--- src/rtl/gpio_bank_pkg.sv ---
// Package: register index map and bus widths shared by the GPIO bank.
// Assumes a 32-bit data bus with word-aligned byte addresses.
package gpio_bank_pkg;
    localparam int DATA_W = 32;
    localparam int IDX_W  = 4;
    localparam int ADDR_W = IDX_W + 2;

    typedef enum logic [IDX_W-1:0] {
        REG_DIN   = 4'd0,
        REG_DOUT  = 4'd1,
        REG_OE    = 4'd2,
        REG_SENSE = 4'd3,
        REG_BOTH  = 4'd4,
        REG_POL   = 4'd5,
        REG_MASK  = 4'd6,
        REG_RAW   = 4'd7,
        REG_MSTAT = 4'd8,
        REG_CLR   = 4'd9
    } reg_idx_e;
endpackage

--- src/rtl/gpio_in_sync.sv ---
// Module: two-flop synchronizer for a vector of pins, plus one history flop.
// Assumes each pin is an independent asynchronous signal; no bus coherency.
module gpio_in_sync #(
    parameter int W = 32
) (
    input  logic         clk,
    input  logic         rst_n,
    input  logic [W-1:0] raw_in,
    output logic [W-1:0] cur,
    output logic [W-1:0] prev
);
    logic [W-1:0] meta;

    // Purpose: shift pins through two stages and keep the previous sample.
    always_ff @(posedge clk) begin
        if (!rst_n) begin
            meta <= '0;
            cur  <= '0;
            prev <= '0;
        end else begin
            meta <= raw_in;
            cur  <= meta;
            prev <= cur;
        end
    end
endmodule

--- src/rtl/gpio_evt_detect.sv ---
// Module: per-pin event detector and sticky raw status.
// Assumes cur/prev are synchronized samples one cycle apart. A clear of a
// level-sensed bit wins for one cycle; an edge arriving with a clear wins.
module gpio_evt_detect #(
    parameter int W = 32
) (
    input  logic         clk,
    input  logic         rst_n,
    input  logic [W-1:0] cur,
    input  logic [W-1:0] prev,
    input  logic [W-1:0] sense_lvl,
    input  logic [W-1:0] both_edge,
    input  logic [W-1:0] pol_high,
    input  logic [W-1:0] clr,
    output logic [W-1:0] stat
);
    for (genvar i = 0; i < W; i++) begin : g_pin
        logic hit;
        logic st_q;

        // Purpose: decide whether this pin shows an event in this cycle.
        always_comb begin
            if (sense_lvl[i])      hit = (cur[i] == pol_high[i]);
            else if (both_edge[i]) hit = cur[i] ^ prev[i];
            else if (pol_high[i])  hit = cur[i] & ~prev[i];
            else                   hit = ~cur[i] & prev[i];
        end

        // Purpose: hold the event until software clears it.
        always_ff @(posedge clk) begin
            if (!rst_n)                     st_q <= 1'b0;
            else if (clr[i] && sense_lvl[i]) st_q <= 1'b0;
            else                            st_q <= (st_q & ~clr[i]) | hit;
        end

        assign stat[i] = st_q;
    end
endmodule

--- src/rtl/gpio_irq_bank.sv ---
// Module: one GPIO bank with register file, input sync, interrupt
// detection and a registered summary interrupt.
// Assumes single-cycle read/write strobes; read data is registered.
module gpio_irq_bank
    import gpio_bank_pkg::*;
#(
    parameter int NPINS = 32
) (
    input  logic              clk,
    input  logic              rst_n,
    input  logic              bus_wr,
    input  logic              bus_rd,
    input  logic [ADDR_W-1:0] bus_addr,
    input  logic [DATA_W-1:0] bus_wdata,
    output logic [DATA_W-1:0] bus_rdata,
    input  logic [NPINS-1:0]  pin_in,
    output logic [NPINS-1:0]  pin_out,
    output logic [NPINS-1:0]  pin_oe,
    output logic              irq
);
    reg_idx_e         sel;
    logic [NPINS-1:0] dout_q, oe_q, sense_q, both_q, pol_q, mask_q;
    logic [NPINS-1:0] pin_cur, pin_prev, raw_stat, clr_vec, wr_bits;
    logic [DATA_W-1:0] rd_word;

    assign sel     = reg_idx_e'(bus_addr[ADDR_W-1:2]);
    assign wr_bits = bus_wdata[NPINS-1:0];

    gpio_in_sync #(.W(NPINS)) u_sync (
        .clk    (clk),
        .rst_n  (rst_n),
        .raw_in (pin_in),
        .cur    (pin_cur),
        .prev   (pin_prev)
    );

    // Purpose: form the one-cycle clear pulse from a write to the clear word.
    always_comb begin
        clr_vec = (bus_wr && sel == REG_CLR) ? wr_bits : '0;
    end

    gpio_evt_detect #(.W(NPINS)) u_detect (
        .clk       (clk),
        .rst_n     (rst_n),
        .cur       (pin_cur),
        .prev      (pin_prev),
        .sense_lvl (sense_q),
        .both_edge (both_q),
        .pol_high  (pol_q),
        .clr       (clr_vec),
        .stat      (raw_stat)
    );

    // Purpose: update the writable configuration registers.
    always_ff @(posedge clk) begin
        if (!rst_n) begin
            dout_q  <= '0;
            oe_q    <= '0;
            sense_q <= '0;
            both_q  <= '0;
            pol_q   <= '0;
            mask_q  <= '0;
        end else if (bus_wr) begin
            case (sel)
                REG_DOUT:  dout_q  <= wr_bits;
                REG_OE:    oe_q    <= wr_bits;
                REG_SENSE: sense_q <= wr_bits;
                REG_BOTH:  both_q  <= wr_bits;
                REG_POL:   pol_q   <= wr_bits;
                REG_MASK:  mask_q  <= wr_bits;
                default: ;
            endcase
        end
    end

    // Purpose: select the word returned for a read.
    always_comb begin
        rd_word = '0;
        case (sel)
            REG_DIN:   rd_word[NPINS-1:0] = pin_cur;
            REG_DOUT:  rd_word[NPINS-1:0] = dout_q;
            REG_OE:    rd_word[NPINS-1:0] = oe_q;
            REG_SENSE: rd_word[NPINS-1:0] = sense_q;
            REG_BOTH:  rd_word[NPINS-1:0] = both_q;
            REG_POL:   rd_word[NPINS-1:0] = pol_q;
            REG_MASK:  rd_word[NPINS-1:0] = mask_q;
            REG_RAW:   rd_word[NPINS-1:0] = raw_stat;
            REG_MSTAT: rd_word[NPINS-1:0] = raw_stat & mask_q;
            default:   rd_word = '0;
        endcase
    end

    // Purpose: register read data and the summary interrupt.
    always_ff @(posedge clk) begin
        if (!rst_n) begin
            bus_rdata <= '0;
            irq       <= 1'b0;
        end else begin
            bus_rdata <= bus_rd ? rd_word : '0;
            irq       <= |(raw_stat & mask_q);
        end
    end

    assign pin_out = dout_q;
    assign pin_oe  = oe_q;
endmodule

--- config.mk ---
export PLATFORM = sky130hd
export DESIGN_NAME = gpio_irq_bank
export DESIGN_NICKNAME = d
export VERILOG_FILES = /design/src/rtl/gpio_bank_pkg.sv /design/src/rtl/gpio_in_sync.sv /design/src/rtl/gpio_evt_detect.sv /design/src/rtl/gpio_irq_bank.sv
export SDC_FILE = /design/constraint.sdc
export NUM_CORES = 1
export LEC_CHECK = 0
export ABC_AREA = 1
export BUFFER_PORTS_ARGS = -buffer_cell sky130_fd_sc_hd__buf_2
export CORE_ASPECT_RATIO = 1.75
export CORE_MARGIN = 3
export CORE_UTILIZATION = 46
export DETAILED_ROUTE_END_ITERATION = 10
export GPL_TIMING_DRIVEN = 0
export PLACE_DENSITY = 0.75
export SYNTH_ARGS = -nofsm -noshare
export SYNTH_HDL_FRONTEND = slang
export SYNTH_HIERARCHICAL = 1
export SYNTH_SLANG_ARGS = --single-unit
--- constraint.sdc ---
create_clock -name clk -period 1.4 [get_ports clk]
set_clock_uncertainty 0.05 [all_clocks]
set_input_delay 0 -clock clk [delete_from_list [all_inputs] [get_ports clk]]
set_output_delay 0 -clock clk [all_outputs]
set_load 0.005 [all_outputs]
==> reports/summary.txt, run 1 <==
Wire length of the first global-routing pass - 98800 um
Maximum resistive drop on vdd - 0.690 mV
Time the final worst path needs with I/O delays and setup - 1440 ps
Failing checks - setup timing
Top delay family on crit path - simple AND/OR/NAND/NOR gates
Seq. cell area - 0.00708 mm2
Number of global-route vias before repair - 17580
Core region area - 0.0371 mm2
Number of clock sinks - 353
Worst hold slack - 18.3 ps
Antenna Violating Nets Remaining - 0
Count of pins over their slew limit - 0
Leakage power - 9.35 nW
Seq cells post-synth - 353
Instance count on the critical path - 8
Status - finished with violations
Max Freq - 0.694 GHz
Cell Count, Final, Fillers Out - 3324
Path type of the worst min-delay path - input port to flip-flop
Yosys top cell area share - 0.405
Placed cells - 3194
Sequential area share after synthesis - 0.405
I/O Pins - 171
CTS tree - done
Area of combinational cells with multiple inputs - 0.00779 mm2
Initial antenna violation count - 2
Post-placement worst setup slack - -811 ps
TritonCTS buffer count - 35
Actual transition at the worst max-transition pin - 871 ps
Total of buffers placed on input and output ports - 168
Die Y - 264 um
WL final - 66000 um
Pwr Density - 1090 mW/mm2
Critical Path RT - 1760 ps
Depth of the worst register-to-register path - 7
Arrival time at the worst endpoint - 1800 ps
Clock slew at reported path FFs - 70 ps
Avg WL per Cell - 19.9 um
Share of layout cells above drive strength 1 - 0.140
Yosys Warn Count - 6
Min-Delay Path Depth - 4
Full die area - 0.0404 mm2
CP max-delay cell - sky130_fd_sc_hd__clkbuf_1
Via count - 18289
Final estimated routing congestion in global placement - 0.975
Count of cell types in the netlist - 21
Number of filler cells placed in the layout - 3549
Synth Net Count - 2689
Grt ovf - 0
Bufs and invs on worst path - 3
Initial DRT Pass Iterations - 8
Number of buffers inserted to repair setup after CTS - 0
Most frequent cell on the critical path - sky130_fd_sc_hd__nor2_1
Net count of the finished layout - 2961
Proportion of register bits with asynchronous set or reset after synthesis - 0
Number of max-capacitance violations reported - 0
Rows - 93
Number of instances in the synthesized netlist - 2551
Critical Path, Cell by Cell - buf_2, inv_1, nor2_2, nand2_1, clkbuf_1, nor2_1, nor2_1, a21oi_1
Power after layout - 22.6 mW
Gr usage total - 0.313
H-tree depth - 2
Final standard cell utilization of the core - 0.561
Syn avg cell area - 6.85 um2
Maximum number of pins on one net before global-route repair - 16
Final hold violation count - 0
Worst setup margin - -40.7 ps
Root cell of the clock tree - sky130_fd_sc_hd__clkbuf_16
Post-detailed-placement half-perimeter wirelength - 46800 um
Summed area of non-filler cells in the final layout - 0.0208 mm2
Minimum setup slack among reg-to-reg paths - 50 ps
# DRC - 0
Unrepaired setup endpoints after global routing - yes
Worst-skew pair later-pin latency - 550 ps
Critical-path maximum fanout - 10
Summed negative setup slack over all endpoints - -40.7 ps
Area post-placement - 0.0189 mm2
Setup violations, final - 1
Category of the critical setup timing path - input port to flip-flop
Terminus of the critical flop-to-flop path - irq$_SDFF_PN0_
Largest incremental delay on the critical path - 420 ps
Largest cells by area after synthesis - sky130_fd_sc_hd__dfxtp_1, sky130_fd_sc_hd__nand3_1, sky130_fd_sc_hd__inv_1
Primary FF master, synth - sky130_fd_sc_hd__dfxtp_1
Part of the cycle the worst path needs - 1.03
Horiz. Die Dim - 153 um
Worst flop-to-flop path startpoint - u_detect/g_pin[29].st_q$_SDFF_PP0_
Hold EP - both_q[31]$_SDFFE_PN0P_
Crit path capture type - flip-flop
Effective utilization at floorplan - 0.471
Post-synthesis to final-layout area growth - 19.2%
Number of buffers on the longest clock path - 3
Crit start category - input port
Hold_sp - bus_wr
Dominant cell type by area after synthesis - sky130_fd_sc_hd__dfxtp_1
Dominant cell by count in the synthesized netlist - sky130_fd_sc_hd__inv_1
Cell area after synthesis - 0.0175 mm2
EDFF count, synth - 0
Worst slew margin - 0.420
Number of vias per cell - 5.50
Synth cell count leaders - sky130_fd_sc_hd__inv_1, sky130_fd_sc_hd__nand2_1, sky130_fd_sc_hd__nand3_1
First-iteration detailed-routing DRC count - 1776
layer usage:
layer / GRT usage / vias up / share of wire
li1: - / 8555 / -
met1: 0.351 / 8335 / 0.35
met4: 0.228 / 0 / 0.087
met2: 0.531 / 1067 / 0.47
met5: 0 / - / 0
met3: 0.0520 / 332 / 0.089
cell families (layout without fill, tap and decap cells):
| family | count (synthesis) | in the layout | synth area share |
|---|---|---|---|
| simple gates | 1049 | 1049 | 0.264 |
| buf+inv | 639 | 936 | 0.152 |
| compound gates | 446 | 446 | 0.134 |
| flops | 353 | 353 | 0.405 |
| fa+ha+maj | 64 | 64 | 0.0458 |
| other cells | 0 | 1 | 0 |
report_power, final:
part           switching, mW  internal [mW]
clock network           4.25           5.54
logic                   1.49          0.772
registers              0.245           10.3
total                   5.98           16.7
layout make-up:
cell class | instances | share of cell area
Sequential cell | 353 | 0.340
Inverter | 472 | 0.0851
Timing Repair Buffer | 235 | 0.0726
Clock inverter | 12 | 0.00595
Antenna cell | 1 | 0.000120
Clock buffer | 50 | 0.0497
Tap cell | 475 | 0.0285
Buffer | 167 | 0.0437
Multi-Input combinational cell | 1559 | 0.374
tightest hold or removal path: stages:
cell                      delay [ps]
sky130_fd_sc_hd__buf_2           130
sky130_fd_sc_hd__nand3_2         220
sky130_fd_sc_hd__o21ai_0         110
sky130_fd_sc_hd__a21oi_1         110
state kept, by name, indices dropped and copies added (netlist names):
| register | count |
|---|---|
| u_sync/meta | 32 |
| sense_q | 32 |
| u_sync/prev | 32 |
| both_q | 32 |
| pol_q | 32 |
| u_detect/g_pin.st_q | 32 |
| pin_oe | 32 |
| irq | 1 |
| mask_q | 32 |
| bus_rdata | 32 |
| pin_out | 32 |
| u_sync/cur | 32 |
how the worst max path moves through the flow:
stage,start,endpoint
after global routing,bus_addr[4],bus_rdata[8]$_SDFF_PN0_
after CTS,bus_addr[2],pin_out[31]$_SDFFE_PN0P_
after global placement,bus_addr[5],u_detect/g_pin[14].st_q$_SDFF_PP0_
final,bus_addr[4],bus_rdata[12]$_SDFF_PN0_
after floorplan,bus_addr[2],u_detect/g_pin[30].st_q$_SDFF_PP0_
after detailed placement,bus_addr[5],u_detect/g_pin[27].st_q$_SDFF_PP0_
repair_timing:
item,in CTS,in global routing
setup endpoints to repair,60,137
hold buffers,67,0
endpoints found under the hold margin,259,0
gates resized for setup,8,54
cells in the final DEF, fill, tap and decap left out, types with 37 or more instances in the layout:
master / synthesis / final
sky130_fd_sc_hd__a21oi_1: 258 / 258
sky130_fd_sc_hd__buf_2: 33 / 199
sky130_fd_sc_hd__buf_4: 39 / 40
sky130_fd_sc_hd__clkbuf_1: 82 / 72
sky130_fd_sc_hd__clkbuf_16: 0 / 37
sky130_fd_sc_hd__dfxtp_1: 353 / 343
sky130_fd_sc_hd__dlygate4sd3_1: 0 / 67
sky130_fd_sc_hd__ha_1: 64 / 64
sky130_fd_sc_hd__inv_1: 458 / 458
sky130_fd_sc_hd__nand2_1: 457 / 455
sky130_fd_sc_hd__nand3_1: 403 / 399
sky130_fd_sc_hd__nor2_1: 142 / 138
sky130_fd_sc_hd__o21ai_0: 158 / 158
Power figures use the tool's default switching activity.
==> run 2, diff against run 1 <==
- CELL_PAD_IN_SITES_DETAIL_PLACEMENT: default -> 0
- CELL_PAD_IN_SITES_GLOBAL_PLACEMENT: default -> 2
- CORE_UTILIZATION: 46 -> 33
- PLACE_DENSITY: 0.75 -> 0.89
- SLEW_MARGIN: default -> 20
==> reports/summary.txt, run 2 (same netlist as run 1, synthesis figures left out) <==
Post-placement worst setup slack - -932 ps
Category of the critical setup timing path - flip-flop to flip-flop
Net count of the finished layout - 2966
Effective utilization at floorplan - 0.337
Core region area - 0.0519 mm2
Leading cell types in the layout, fill and taps excluded - sky130_fd_sc_hd__inv_1, sky130_fd_sc_hd__nand2_1, sky130_fd_sc_hd__nand3_1, sky130_fd_sc_hd__dfxtp_1, sky130_fd_sc_hd__a21oi_1
Met3 capacity usage during global routing - 0.0343
Busiest layer in global routing - met2
Post-synthesis to final-layout area growth - 21.4%
Critical-path maximum fanout - 2
Critical path endpoint - irq$_SDFF_PN0_
Gr usage total - 0.254
Avg WL per Cell - 20.7 um
Antenna Violating Nets Remaining - 0
Depth of the worst register-to-register path - 7
Part of the cycle the worst path needs - 0.992
Final hold violation count - 0
Maximum number of pins on one net before global-route repair - 14
Arrival time at the worst endpoint - 1700 ps
Power after layout - 23.2 mW
Root cell of the clock tree - sky130_fd_sc_hd__clkbuf_16
Global routing usage on met1 - 0.290
WL final - 73100 um
Critical Path RT - 1710 ps
Setup violations, final - 0
Start point of the critical path - u_detect/g_pin[28].st_q$_SDFF_PP0_
Number of max-capacitance violations reported - 0
Met2 Use GR - 0.456
Total of buffers placed on input and output ports - 168
Number of vias per cell - 5.08
Min-Delay Path Depth - 4
Worst flop-to-flop path startpoint - u_detect/g_pin[28].st_q$_SDFF_PP0_
Leakage power - 9.44 nW
Die Y - 310 um
Number of buffers inserted to repair setup after CTS - 0
Initial antenna violation count - 0
Clock slew at reported path FFs - 60 ps
Horiz. Die Dim - 180 um
Maximum resistive drop on vdd - 0.748 mV
Max Freq - 0.720 GHz
Grt ovf - 0
Count of inserted antenna diode cells - 0
Status - complete, no violations
Initial DRT Pass Iterations - 6
Worst hold slack - 67.2 ps
Summed negative setup slack over all endpoints - 0 ps
Actual transition at the worst max-transition pin - 973 ps
Wire length of the first global-routing pass - 108000 um
Full die area - 0.0558 mm2
Final estimated routing congestion in global placement - 0.927
CTS tree - done
Time the final worst path needs with I/O delays and setup - 1390 ps
Worst slew margin - 0.351
# DRC - 0
Number of global-route vias before repair - 17516
TritonCTS buffer count - 39
Crit start category - flip-flop
Commonest non-fill, non-tap cell in the layout - sky130_fd_sc_hd__inv_1
Path type of the worst min-delay path - input port to flip-flop
Unrepaired setup endpoints after global routing - yes
First-iteration detailed-routing DRC count - 1423
Pwr Density - 1090 mW/mm2
H-tree depth - 2
Rows - 110
Number of buffers on the longest clock path - 3
I/O Pins - 171
Worst setup margin - 10.8 ps
Share of layout cells above drive strength 1 - 0.146
Via count - 17922
Number of clock sinks - 353
Post-detailed-placement half-perimeter wirelength - 52200 um
Minimum setup slack among reg-to-reg paths - 10 ps
Terminus of the critical flop-to-flop path - irq$_SDFF_PN0_
Count of pins over their slew limit - 0
Crit path capture type - flip-flop
Worst-skew pair later-pin latency - 550 ps
-- run 2: cell count changes in the layout (fill, tap and decap cells not counted), sizes merged --
| cell | before | now |
|---|---|---|
| clkbuf | 134 | 145 |
| buf | 251 | 246 |
| clkinv | 6 | 9 |
| bufinv | 2 | 0 |
| diode | 1 | 0 |
| dlygate4sd3 | 67 | 68 |
-- run 2: power by group --
group / switching, mW / leakage (nW) / total (mW) / internal, mW
clock: 4.44 / 0.613 / 10.3 / 5.82
sequential: 0.253 / 2.87 / 10.6 / 10.3
combinational: 1.54 / 5.96 / 2.32 / 0.778
total: 6.23 / 9.44 / 23.2 / 16.9
-- run 2: critical path: stages, from the launching register on --
cell and delay, ps:
sky130_fd_sc_hd__dfxtp_1 310, sky130_fd_sc_hd__buf_4 130, sky130_fd_sc_hd__nand2_1 90, sky130_fd_sc_hd__nand2_1 90, sky130_fd_sc_hd__nor2_1 180, sky130_fd_sc_hd__nand2_2 110, sky130_fd_sc_hd__nor2_2 120, sky130_fd_sc_hd__a21oi_1 130
-- run 2: area by class of cell --
cell class	instances	area, um2
Clock inverter	13	75.1
Clock buffer	56	1170
Inverter	472	1770
Timing Repair Buffer	236	1520
Tap cell	672	841
Multi-Input combinational cell	1559	7800
Sequential cell	353	7080
Fill cell	5511	30700
Buffer	167	936
-- run 2: worst min-delay path by stage --
stage	startpoint	end	slack, ps
after floorplan	pin_in[0]	u_sync/meta[0]$_SDFF_PN0_	50
after global routing	bus_wr	both_q[31]$_SDFFE_PN0P_	110
after detailed placement	pin_in[26]	u_sync/meta[26]$_SDFF_PN0_	130
final	bus_wr	both_q[31]$_SDFFE_PN0P_	70
after global placement	pin_in[4]	u_sync/meta[4]$_SDFF_PN0_	130
after CTS	bus_wr	both_q[31]$_SDFFE_PN0P_	30
-- run 2: timing repair --
action                                  in CTS  in global routing
hold buffers                                68                  0
gates resized for setup                     17                 63
endpoints found under the hold margin      260                  0
gates cloned                                 0                  0
endpoints found under the setup margin     119                170
-- run 2: routing by layer --
metal	part of all wire	vias up
met4	0.057	0
met2	0.50	778
met3	0.063	223
li1	-	8565
met5	0	-
met1	0.39	8356
-- run 2: metrics by stage --
stage / cells / util / cell area [um2]
finish: 3528 / 0.409 / 21200
global route: 3528 / 0.409 / 21200
CTS: 3528 / 0.407 / 21100
detailed placement: 3391 / 0.369 / 19100
global placement: 3391 / 0.369 / 19100
floorplan: 2551 / - / 17500
==> run 3, diff against run 2 <==
- BUFFER_PORTS_ARGS: -buffer_cell sky130_fd_sc_hd__buf_2 -> default
- CORE_UTILIZATION: 33 -> 30
- DONT_BUFFER_PORTS: default -> 1
- PLACE_DENSITY: 0.89 -> default
- PLACE_DENSITY_LB_ADDON: default -> 0.1
==> reports/summary.txt, run 3 (same netlist as run 1, synthesis figures left out) <==
Post-detailed-placement half-perimeter wirelength - 56200 um
# DRC - 0
Number of filler cells placed in the layout - 6295
I/O Pins - 171
Total of buffers placed on input and output ports - 0
Horiz. Die Dim - 188 um
Avg WL per Cell - 22.2 um
Rows - 116
Part of the cycle the worst path needs - 0.973
Final hold violation count - 2
Worst flop-to-flop path startpoint - u_detect/g_pin[2].st_q$_SDFF_PP0_
Die Y - 325 um
Wire length of the first global-routing pass - 112000 um
Maximum number of pins on one net before global-route repair - 14
Max Freq - 0.734 GHz
Worst hold slack - -9.88 ps
Seq. cell area - 0.00708 mm2
Antenna Violating Nets Remaining - 0
Worst slew margin - 0.254
Post-synthesis to final-layout area growth - 19.6%
Root cell of the clock tree - sky130_fd_sc_hd__clkbuf_16
Number of global-route vias before repair - 16522
Status - finished with violations
Actual transition at the worst max-transition pin - 1120 ps
Clock slew at reported path FFs - 60 ps
Share of layout cells above drive strength 1 - 0.0836
Effective utilization at floorplan - 0.304
TritonCTS buffer count - 39
Setup violations, final - 0
Full die area - 0.0613 mm2
Category of the critical setup timing path - input port to flip-flop
Final estimated routing congestion in global placement - 0.897
H-tree depth - 2
Area of combinational cells with multiple inputs - 0.00780 mm2
Core region area - 0.0575 mm2
Path type of the worst min-delay path - input port to flip-flop
Crit start category - input port
WL final - 77700 um
Pwr Density - 1140 mW/mm2
Maximum resistive drop on vdd - 0.896 mV
Count of pins over their slew limit - 0
Net count of the finished layout - 2838
Start point of the critical path - bus_addr[2]
Number of buffers on the longest clock path - 3
Gr usage total - 0.247
Number of vias per cell - 4.87
Initial DRT Pass Iterations - 5
Summed area of non-filler cells in the final layout - 0.0209 mm2
Leading cell types in the layout, fill and taps excluded - sky130_fd_sc_hd__inv_1, sky130_fd_sc_hd__nand2_1, sky130_fd_sc_hd__nand3_1, sky130_fd_sc_hd__dfxtp_1, sky130_fd_sc_hd__a21oi_1
Unrepaired setup endpoints after global routing - no
CTS tree - done
Leakage power - 8.73 nW
First-iteration detailed-routing DRC count - 1205
Number of buffers inserted to repair setup after CTS - 0
Via count - 17036
Grt ovf - 0
Hold_sp - rst_n
Number of max-capacitance violations reported - 0
Area post-placement - 0.0184 mm2
Critical Path RT - 1770 ps
Failing checks - hold timing
Arrival time at the worst endpoint - 1730 ps
Number of clock sinks - 353
Worst-skew pair later-pin latency - 570 ps
Time the final worst path needs with I/O delays and setup - 1360 ps
Critical-path maximum fanout - 10
Commonest non-fill, non-tap cell in the layout - sky130_fd_sc_hd__inv_1
Initial antenna violation count - 0
Crit path capture type - flip-flop
-- run 3: final timing paths --
kind / cells after the start / slack [ps] / to
worst max-delay path: 6 / 40 / pin_out[12]$_SDFFE_PN0P_
worst min register to register: 2 / 350 / u_sync/cur[30]$_SDFF_PN0_
worst min-delay path: 4 / -10 / u_sync/meta[6]$_SDFF_PN0_
worst max register to register: 7 / 60 / irq$_SDFF_PN0_
-- run 3: stage by stage --
step	power, mW	setup slack, ps	util	instances	setup TNS (ps)
6_report	23.8	37.8	0.363	3497	0
5_1_grt	24.7	0.205	0.363	3495	0
4_1_cts	24.1	6.80	0.361	3491	0
3_5_place_dp	12.7	-948	0.321	3318	-125210
3_3_place_gp	12.7	-923	0.321	3318	-120800
2_1_floorplan	11.9	205	-	2551	0
-- run 3: power breakdown --
part | switching [mW] | total, mW | internal [mW]
Combinational | 1.49 | 2.23 | 0.738
Clock | 4.53 | 10.9 | 6.39
Sequential | 0.272 | 10.6 | 10.3
-- run 3: final cells by class --
cell class,count,share of cell area
antenna,2,0.000240
buffer,167,0.0427
clock buffer,56,0.0527
clock inverter,13,0.00929
inverter,472,0.0848
multi-input combinational,1559,0.373
sequential,353,0.339
tap,767,0.0460
timing repair buffer,108,0.0518
-- run 3: critical path: stages --
cell and delay, ps:
sky130_fd_sc_hd__inv_1 30, sky130_fd_sc_hd__nor2_2 370, sky130_fd_sc_hd__nand3_2 390, sky130_fd_sc_hd__dlygate4sd3_1 720, sky130_fd_sc_hd__o21ai_0 160, sky130_fd_sc_hd__a21oi_1 60
-- run 3: routing by layer --
metal / vias to the layer above / wire length (um) / track usage / part of all wire
li1: 8312 / - / - / -
met4: 0 / 2440 / 0.0758 / 0.031
met3: 107 / 4740 / 0.0425 / 0.061
met1: 8106 / 30100 / 0.284 / 0.39
met2: 511 / 40500 / 0.464 / 0.52
met5: - / 0 / 0 / 0
-- run 3: repair_timing --
action / in CTS / in global routing
resized for setup: 7 / 35
hold endpoints to repair: 310 / 7
hold buffers: 104 / 4
pin swaps: 0 / 2
endpoints found under the setup margin: 79 / 80
